--- config.mk ---
export PLATFORM = sky130hd
export DESIGN_NAME = laser_safety_ctrl
export DESIGN_NICKNAME = d
export VERILOG_FILES = /design/src/rtl/laser_safety_pkg.sv /design/src/rtl/lsc_sync.sv /design/src/rtl/lsc_persist.sv /design/src/rtl/lsc_seq.sv /design/src/rtl/laser_safety_ctrl.sv
export SDC_FILE = /design/constraint.sdc
export NUM_CORES = 1
export LEC_CHECK = 0
export ABC_AREA = 1
export ABC_CLOCK_PERIOD_IN_PS = 2060
export CORE_MARGIN = 1.5
export CORE_UTILIZATION = 45
export DETAILED_ROUTE_END_ITERATION = 7
export GPL_TIMING_DRIVEN = 0
export PLACE_DENSITY_LB_ADDON = 0.05
export SKIP_CTS_REPAIR_TIMING = 1
export SYNTH_ARGS = -nofsm -noshare
export SYNTH_HDL_FRONTEND = slang
export SYNTH_HIERARCHICAL = 1
export SYNTH_SLANG_ARGS = --single-unit
--- constraint.sdc ---
create_clock -name clk -period 2.06 [get_ports clk]
set_input_delay 0.206 -clock clk [delete_from_list [all_inputs] [get_ports clk]]
set_output_delay 0.206 -clock clk [all_outputs]
set_load 0.05 [all_outputs]
--- src/rtl/laser_safety_pkg.sv ---
package laser_safety_pkg;

    typedef enum logic [1:0] {
        ST_HOLD = 2'd0,
        ST_WAIT = 2'd1,
        ST_RUN  = 2'd2,
        ST_TRIP = 2'd3
    } lsc_state_e;

    // Order of the asynchronous inputs inside the shared synchronizer bank.
    typedef struct packed {
        logic clr_n;
        logic range_bad;
        logic power_over;
        logic bias_over;
    } lsc_async_t;

    localparam int unsigned LSC_NUM_TRIP = 2;

    // Width of a counter that must hold values 0..max_val.
    function automatic int unsigned cnt_width(input int unsigned max_val);
        return (max_val < 2) ? 1 : $clog2(max_val + 1);
    endfunction

endpackage

--- src/rtl/lsc_sync.sv ---
module lsc_sync #(
    parameter int unsigned WIDTH     = 4,
    parameter int unsigned STAGES    = 2,
    parameter logic [WIDTH-1:0] INIT = '0
) (
    input  logic             clk,
    input  logic             rst,
    input  logic [WIDTH-1:0] d,
    output logic [WIDTH-1:0] q
);

    logic [WIDTH-1:0] pipe [STAGES];

    always_ff @(posedge clk) begin
        if (rst) pipe[0] <= INIT;
        else     pipe[0] <= d;
    end

    for (genvar s = 1; s < STAGES; s++) begin : g_stage
        always_ff @(posedge clk) begin
            if (rst) pipe[s] <= INIT;
            else     pipe[s] <= pipe[s-1];
        end
    end

    assign q = pipe[STAGES-1];

endmodule

--- src/rtl/lsc_persist.sv ---
module lsc_persist
    import laser_safety_pkg::*;
#(
    parameter int unsigned PERSIST = 4
) (
    input  logic clk,
    input  logic rst,
    input  logic level,
    output logic qual
);

    localparam int unsigned CW = cnt_width(PERSIST);
    localparam logic [CW-1:0] CMAX = CW'(PERSIST);

    logic [CW-1:0] run_len;

    // Count consecutive high samples and saturate once the limit is reached.
    always_ff @(posedge clk) begin
        if (rst || !level)      run_len <= '0;
        else if (run_len != CMAX) run_len <= run_len + 1'b1;
    end

    assign qual = (run_len == CMAX);

endmodule

--- src/rtl/lsc_seq.sv ---
module lsc_seq
    import laser_safety_pkg::*;
#(
    parameter int unsigned DELAY = 16
) (
    input  logic       clk,
    input  logic       rst,
    input  logic       clr_ok,
    input  logic       trip,
    output lsc_state_e state,
    output logic       run,
    output logic       tripped
);

    localparam int unsigned DW = cnt_width(DELAY - 1);
    localparam logic [DW-1:0] DLAST = DW'(DELAY - 1);

    lsc_state_e st_q, st_d;
    logic [DW-1:0] dly_q, dly_d;

    always_comb begin
        st_d  = st_q;
        dly_d = dly_q;
        unique case (st_q)
            ST_HOLD: begin
                if (clr_ok) begin
                    st_d  = ST_WAIT;
                    dly_d = '0;
                end
            end
            ST_WAIT: begin
                if (!clr_ok)             st_d = ST_HOLD;
                else if (trip)           st_d = ST_TRIP;
                else if (dly_q == DLAST) st_d = ST_RUN;
                else                     dly_d = dly_q + 1'b1;
            end
            ST_RUN: begin
                if (!clr_ok)   st_d = ST_HOLD;
                else if (trip) st_d = ST_TRIP;
            end
            ST_TRIP: begin
                if (!clr_ok) st_d = ST_HOLD;
            end
            default: st_d = ST_HOLD;
        endcase
    end

    always_ff @(posedge clk) begin
        if (rst) begin
            st_q  <= ST_HOLD;
            dly_q <= '0;
        end else begin
            st_q  <= st_d;
            dly_q <= dly_d;
        end
    end

    assign state   = st_q;
    assign run     = (st_q == ST_RUN);
    assign tripped = (st_q == ST_TRIP);

endmodule

--- src/rtl/laser_safety_ctrl.sv ---
module laser_safety_ctrl
    import laser_safety_pkg::*;
#(
    parameter int unsigned SYNC_STAGES = 2,
    parameter int unsigned PERSIST     = 4,
    parameter int unsigned DELAY       = 16
) (
    input  logic clk,
    input  logic rst,
    input  logic clr_n,
    input  logic laser_off,
    input  logic bias_over,
    input  logic power_over,
    input  logic bias_range_bad,
    output logic laser_en,
    output logic fault,
    output logic bias_alarm
);

    lsc_async_t raw, synced;
    logic [LSC_NUM_TRIP-1:0] trip_lvl, trip_qual;
    logic clr_s, trip_any, run;
    lsc_state_e state;

    assign raw.clr_n      = clr_n;
    assign raw.range_bad  = bias_range_bad;
    assign raw.power_over = power_over;
    assign raw.bias_over  = bias_over;

    // The clear input resets to 0 so that the block starts in its hold state.
    lsc_sync #(
        .WIDTH ($bits(lsc_async_t)),
        .STAGES(SYNC_STAGES),
        .INIT  ('0)
    ) u_sync (
        .clk(clk),
        .rst(rst),
        .d  (raw),
        .q  (synced)
    );

    assign clr_s       = synced.clr_n;
    assign trip_lvl[0] = synced.bias_over;
    assign trip_lvl[1] = synced.power_over;

    for (genvar t = 0; t < LSC_NUM_TRIP; t++) begin : g_trip
        lsc_persist #(.PERSIST(PERSIST)) u_persist (
            .clk  (clk),
            .rst  (rst),
            .level(trip_lvl[t]),
            .qual (trip_qual[t])
        );
    end

    assign trip_any = |trip_qual;

    lsc_seq #(.DELAY(DELAY)) u_seq (
        .clk    (clk),
        .rst    (rst),
        .clr_ok (clr_s),
        .trip   (trip_any),
        .state  (state),
        .run    (run),
        .tripped(fault)
    );

    // The raw clear and force-off inputs gate the enable with no clock edge.
    assign laser_en   = run && clr_n && !laser_off;
    assign bias_alarm = synced.range_bad;

endmodule

==> out/summary.txt, run 1 <==
Core area = 0.002255 mm²
Startpoint-to-endpoint class of the critical path = register to output port
Overall via count from detail_route = 861
CTS H-Tree Depth = 1
Cell type with the highest aggregate area in the netlist = sky130_fd_sc_hd__dfxtp_1
Post-synthesis register bit count = 20
First DRT Iteration DRCs = 11
Most common library cell in the layout ignoring fill and taps = sky130_fd_sc_hd__nand2_1
ANT cells = 0
Area of all placed cells without fillers = 0.001261 mm²
Post-Place Cells = 189
Final hold vios = 0
Tot GR Track Use = 0.1592
Cell leakage power = 0.6623 nW
Pin count of the biggest net entering global routing = 12
Post-synthesis compound-gate area fraction = 0.03543
Max-Slew Margin vs Limit = 0.6199
Critical Path Start Type = register
Cell area after technology mapping = 0.001095 mm²
Critical Path Sink Type = output port
Power density normalized to cell area = 810.2 mW/mm²
Transition time at the pin with the least slew margin = 568.3 ps
Peak Freq = 0.5686 GHz
Unrepaired setup endpoints after global routing = false
Final setup violating endpoints = 0
Simple-gate share of the synthesized area = 0.4023
Post-synthesis xor/xnor area fraction = 0
Delay of the slowest critical-path stage = 430 ps
Final routed wirelength across all metal layers = 1.768 mm
Most numerous cell on the critical path = sky130_fd_sc_hd__nor2_1
Beginning of the critical path = u_seq/state[1]
CTS root buf = sky130_fd_sc_hd__clkbuf_4
Pre-Repair DR Iteration Count = 4
Average wire per cell in the routed design = 9.161 µm
Fraction of post-synthesis cell area in the top cell type by area = 0.3657
Wire length of the first global-routing pass = 3.222 mm
Number of maximum-capacitance constraint violations = 0
Most used cells in the layout excluding fill and tap cells = 26 x sky130_fd_sc_hd__nand2_1, 24 x sky130_fd_sc_hd__nor2_1, 21 x sky130_fd_sc_hd__inv_1
Post-route insts no fill = 193
Largest family of logic cells by synthesized area = simple AND/OR/NAND/NOR gates
Min-Delay Startpoint = u_sync/pipe[0][0]
Number of remaining DRC errors = 0
Synth cell types = 22
Top-level I/O count = 10
Post-synth net total = 164
Shortest period the worst path allows = 1759 ps
Required time at the endpoint of the critical path = 1850 ps
Sum of net half-perimeters after detailed placement = 1.393 mm
Final max-slew violation count = 0
Adder-cell share of the synthesized area = 0.05714
Setup clock skew after layout = 4.737 ps
Post-Place Cell Area = 0.001220 mm²
Die area = 0.002738 mm²
Worst path bufs/invs = 3
Clock edge transition at the registers on the reported setup and hold paths = 110 ps
Top area cells in the synthesized netlist = sky130_fd_sc_hd__dfxtp_1 37%, sky130_fd_sc_hd__nand2_1 8.9%, sky130_fd_sc_hd__nor2_1 8.2%, sky130_fd_sc_hd__inv_1 7.2%, sky130_fd_sc_hd__ha_1 5.7%
Top fanout value on the critical path = 8
Final worst hold slack = 411.6 ps
Area Growth Syn to Fin = 15.20%
Clock latency on the worst-skew pair = 300 ps
Net count of the finished layout = 178
Core utilization of the finished layout = 0.5594
Die height = 52.33 µm
Antenna violations before repair = 0
Portion of the clock cycle consumed by the worst path in the final layout = 0.8537
Sequential-to-total area share from yosys stat = 0.3657
Arrival time worst endpoint = 1550 ps
Maximum number of buffers from clock root to sink = 2
Slowest cell on the critical path = sky130_fd_sc_hd__dlymetal6s2s_1
Final global-route overflow total = 0
Result of the run = finished clean
Final antenna-violating net count = 0
Layout cell share with drive strength beyond 1 = 0.2424
Via count of the first global-routing pass = 786
TritonCTS clock tree = done
Critical register-to-register path startpoint = g_trip[1].u_persist/run_len[0]
Overall die width = 52.33 µm
Seq. cell area = 400.4 µm²
Via density per instance = 4.461
Number of buffer cells added on primary ports = 9
Cell family contributing the most delay on the critical path = buffers and inverters
Core Rows = 17
RePlAce Congestion = 0.6881
Class of the tightest hold or removal check = register to register
Number of warnings issued by yosys = 6
Number of buffers created by CTS = 3
Worst IR Drop VDD = 0.0004652 V
Effective utilization at floorplan = 0.4856
# clock sinks = 20
Critical Path, Cell by Cell = buf_6 -> inv_2 -> nor2_1 -> nand2_1 -> nor2_1 -> dlymetal6s2s_1
Layout filler cell count = 236
Share of synthesized area spent on multiplexers = 0
Synth Area per Inst = 7.203 µm²
Area used by multi-input combinational logic = 541.8 µm²
Syn Inst Count = 152
==> registers in the layout (all words and copies together) (netlist names) <==
signal / flops
u_seq/dly_q: 4
u_sync/pipe: 8
u_seq/state: 2
g_trip.u_persist/run_len: 6
==> per-stage QoR <==
| step | setup WS, ps | TNS (ps) | power [mW] |
|---|---|---|---|
| 2_1_floorplan | 496.2 | 0 | 0.7381 |
| 3_3_place_gp | 234.4 | 0 | 0.8025 |
| 3_5_place_dp | 210.4 | 0 | 0.8106 |
| 4_1_cts | -92.20 | -92.20 | 1.039 |
| 5_1_grt | 151.4 | 0 | 1.101 |
| 6_report | 301.3 | 0 | 1.022 |
==> routing by layer <==
metal | part of all wire | up-vias | track usage
li1 | - | 481 | -
met1 | 0.46 | 365 | 0.1858
met2 | 0.50 | 11 | 0.2667
met3 | 0.029 | 4 | 0.04286
met4 | 0.015 | 0 | 0.07692
met5 | 0 | - | 0
==> cells by family (layout without fill, tap and decap cells) <==
kind of cell             after synthesis  in the layout
AND/OR/NAND/NOR                       85             85
buffers and inverters                 36             49
flip-flops                            20             20
AO/OA/AOI/OAI                          6              6
adder cells (fa/ha/maj)                5              5
==> worst register-to-register path, stage by stage (launching register included) <==
cell and delay, ps:
sky130_fd_sc_hd__dfxtp_1 370, sky130_fd_sc_hd__clkinv_2 90, sky130_fd_sc_hd__ha_1 240, sky130_fd_sc_hd__nand2_2 100
sky130_fd_sc_hd__inv_2 40, sky130_fd_sc_hd__or2_1 280, sky130_fd_sc_hd__nor2_2 110, sky130_fd_sc_hd__nand3_2 160
sky130_fd_sc_hd__nand2_2 110, sky130_fd_sc_hd__nand2_1 60, sky130_fd_sc_hd__a21oi_2 100
==> worst paths after layout <==
kind                        to  slack, ps  depth (start not counted)
min reg2reg  u_sync/pipe[1][0]        410                          2
max reg2reg     u_seq/dly_q[2]        330                         10
max                   laser_en        300                          6
min          u_sync/pipe[1][0]        410                          2
==> synthesized netlist by cell type <==
library cell	count
sky130_fd_sc_hd__nor2_4	1
sky130_fd_sc_hd__nand2_2	6
sky130_fd_sc_hd__clkinv_2	2
sky130_fd_sc_hd__or2_1	1
sky130_fd_sc_hd__nand3_2	4
sky130_fd_sc_hd__inv_1	21
sky130_fd_sc_hd__a21oi_2	1
sky130_fd_sc_hd__nor2_2	7
sky130_fd_sc_hd__nand3_1	11
sky130_fd_sc_hd__nand3b_1	1
sky130_fd_sc_hd__a22oi_1	2
sky130_fd_sc_hd__o21ai_0	2
sky130_fd_sc_hd__ha_1	5
sky130_fd_sc_hd__nor2_1	24
sky130_fd_sc_hd__nor3_1	1
sky130_fd_sc_hd__dfxtp_1	20
sky130_fd_sc_hd__buf_6	2
sky130_fd_sc_hd__nand2_1	26
sky130_fd_sc_hd__nand4_1	1
sky130_fd_sc_hd__nor2_8	2
sky130_fd_sc_hd__a21oi_1	1
sky130_fd_sc_hd__inv_2	11
==> report_power, final <==
| group | leakage, nW | total [mW] | switching, mW | internal [mW] |
|---|---|---|---|---|
| clock | 0.0210 | 0.222 | 0.114 | 0.108 |
| combinational | 0.477 | 0.344 | 0.210 | 0.135 |
| sequential | 0.164 | 0.456 | 0.0332 | 0.422 |
| total | 0.662 | 1.02 | 0.357 | 0.665 |
==> final cells by class <==
cell class                      count  share of cell area
Clock buffer                        4             0.02877
Multi-Input combinational cell     96              0.4296
Inverter                           34              0.1032
Timing Repair Buffer                9             0.07540
Sequential cell                    20              0.3175
Tap cell                           28             0.02778
Buffer                              2             0.01786
No activity file was read; power rests on OpenSTA's default activity.
==> inputs of run 2 (changes only) <==
--- a/config.mk
+++ b/config.mk
@@ -9,6 +9,7 @@
 export ABC_CLOCK_PERIOD_IN_PS = 2060
 export CORE_MARGIN = 1.5
 export CORE_UTILIZATION = 45
+export CTS_CLUSTER_SIZE = 20
 export DETAILED_ROUTE_END_ITERATION = 7
 export GPL_TIMING_DRIVEN = 0
 export PLACE_DENSITY_LB_ADDON = 0.05
==> results of run 2 <==
Final layout, timing and power as in run 1 (identical DEF).
==> inputs of run 3 (changes only) <==
--- a/config.mk
+++ b/config.mk
@@ -7,6 +7,7 @@
 export LEC_CHECK = 0
 export ABC_AREA = 1
 export ABC_CLOCK_PERIOD_IN_PS = 2060
+export CAP_MARGIN = 20
 export CORE_MARGIN = 1.5
 export CORE_UTILIZATION = 45
 export CTS_CLUSTER_SIZE = 20
==> results of run 3 <==
Final layout, timing and power as in run 1 (identical DEF).
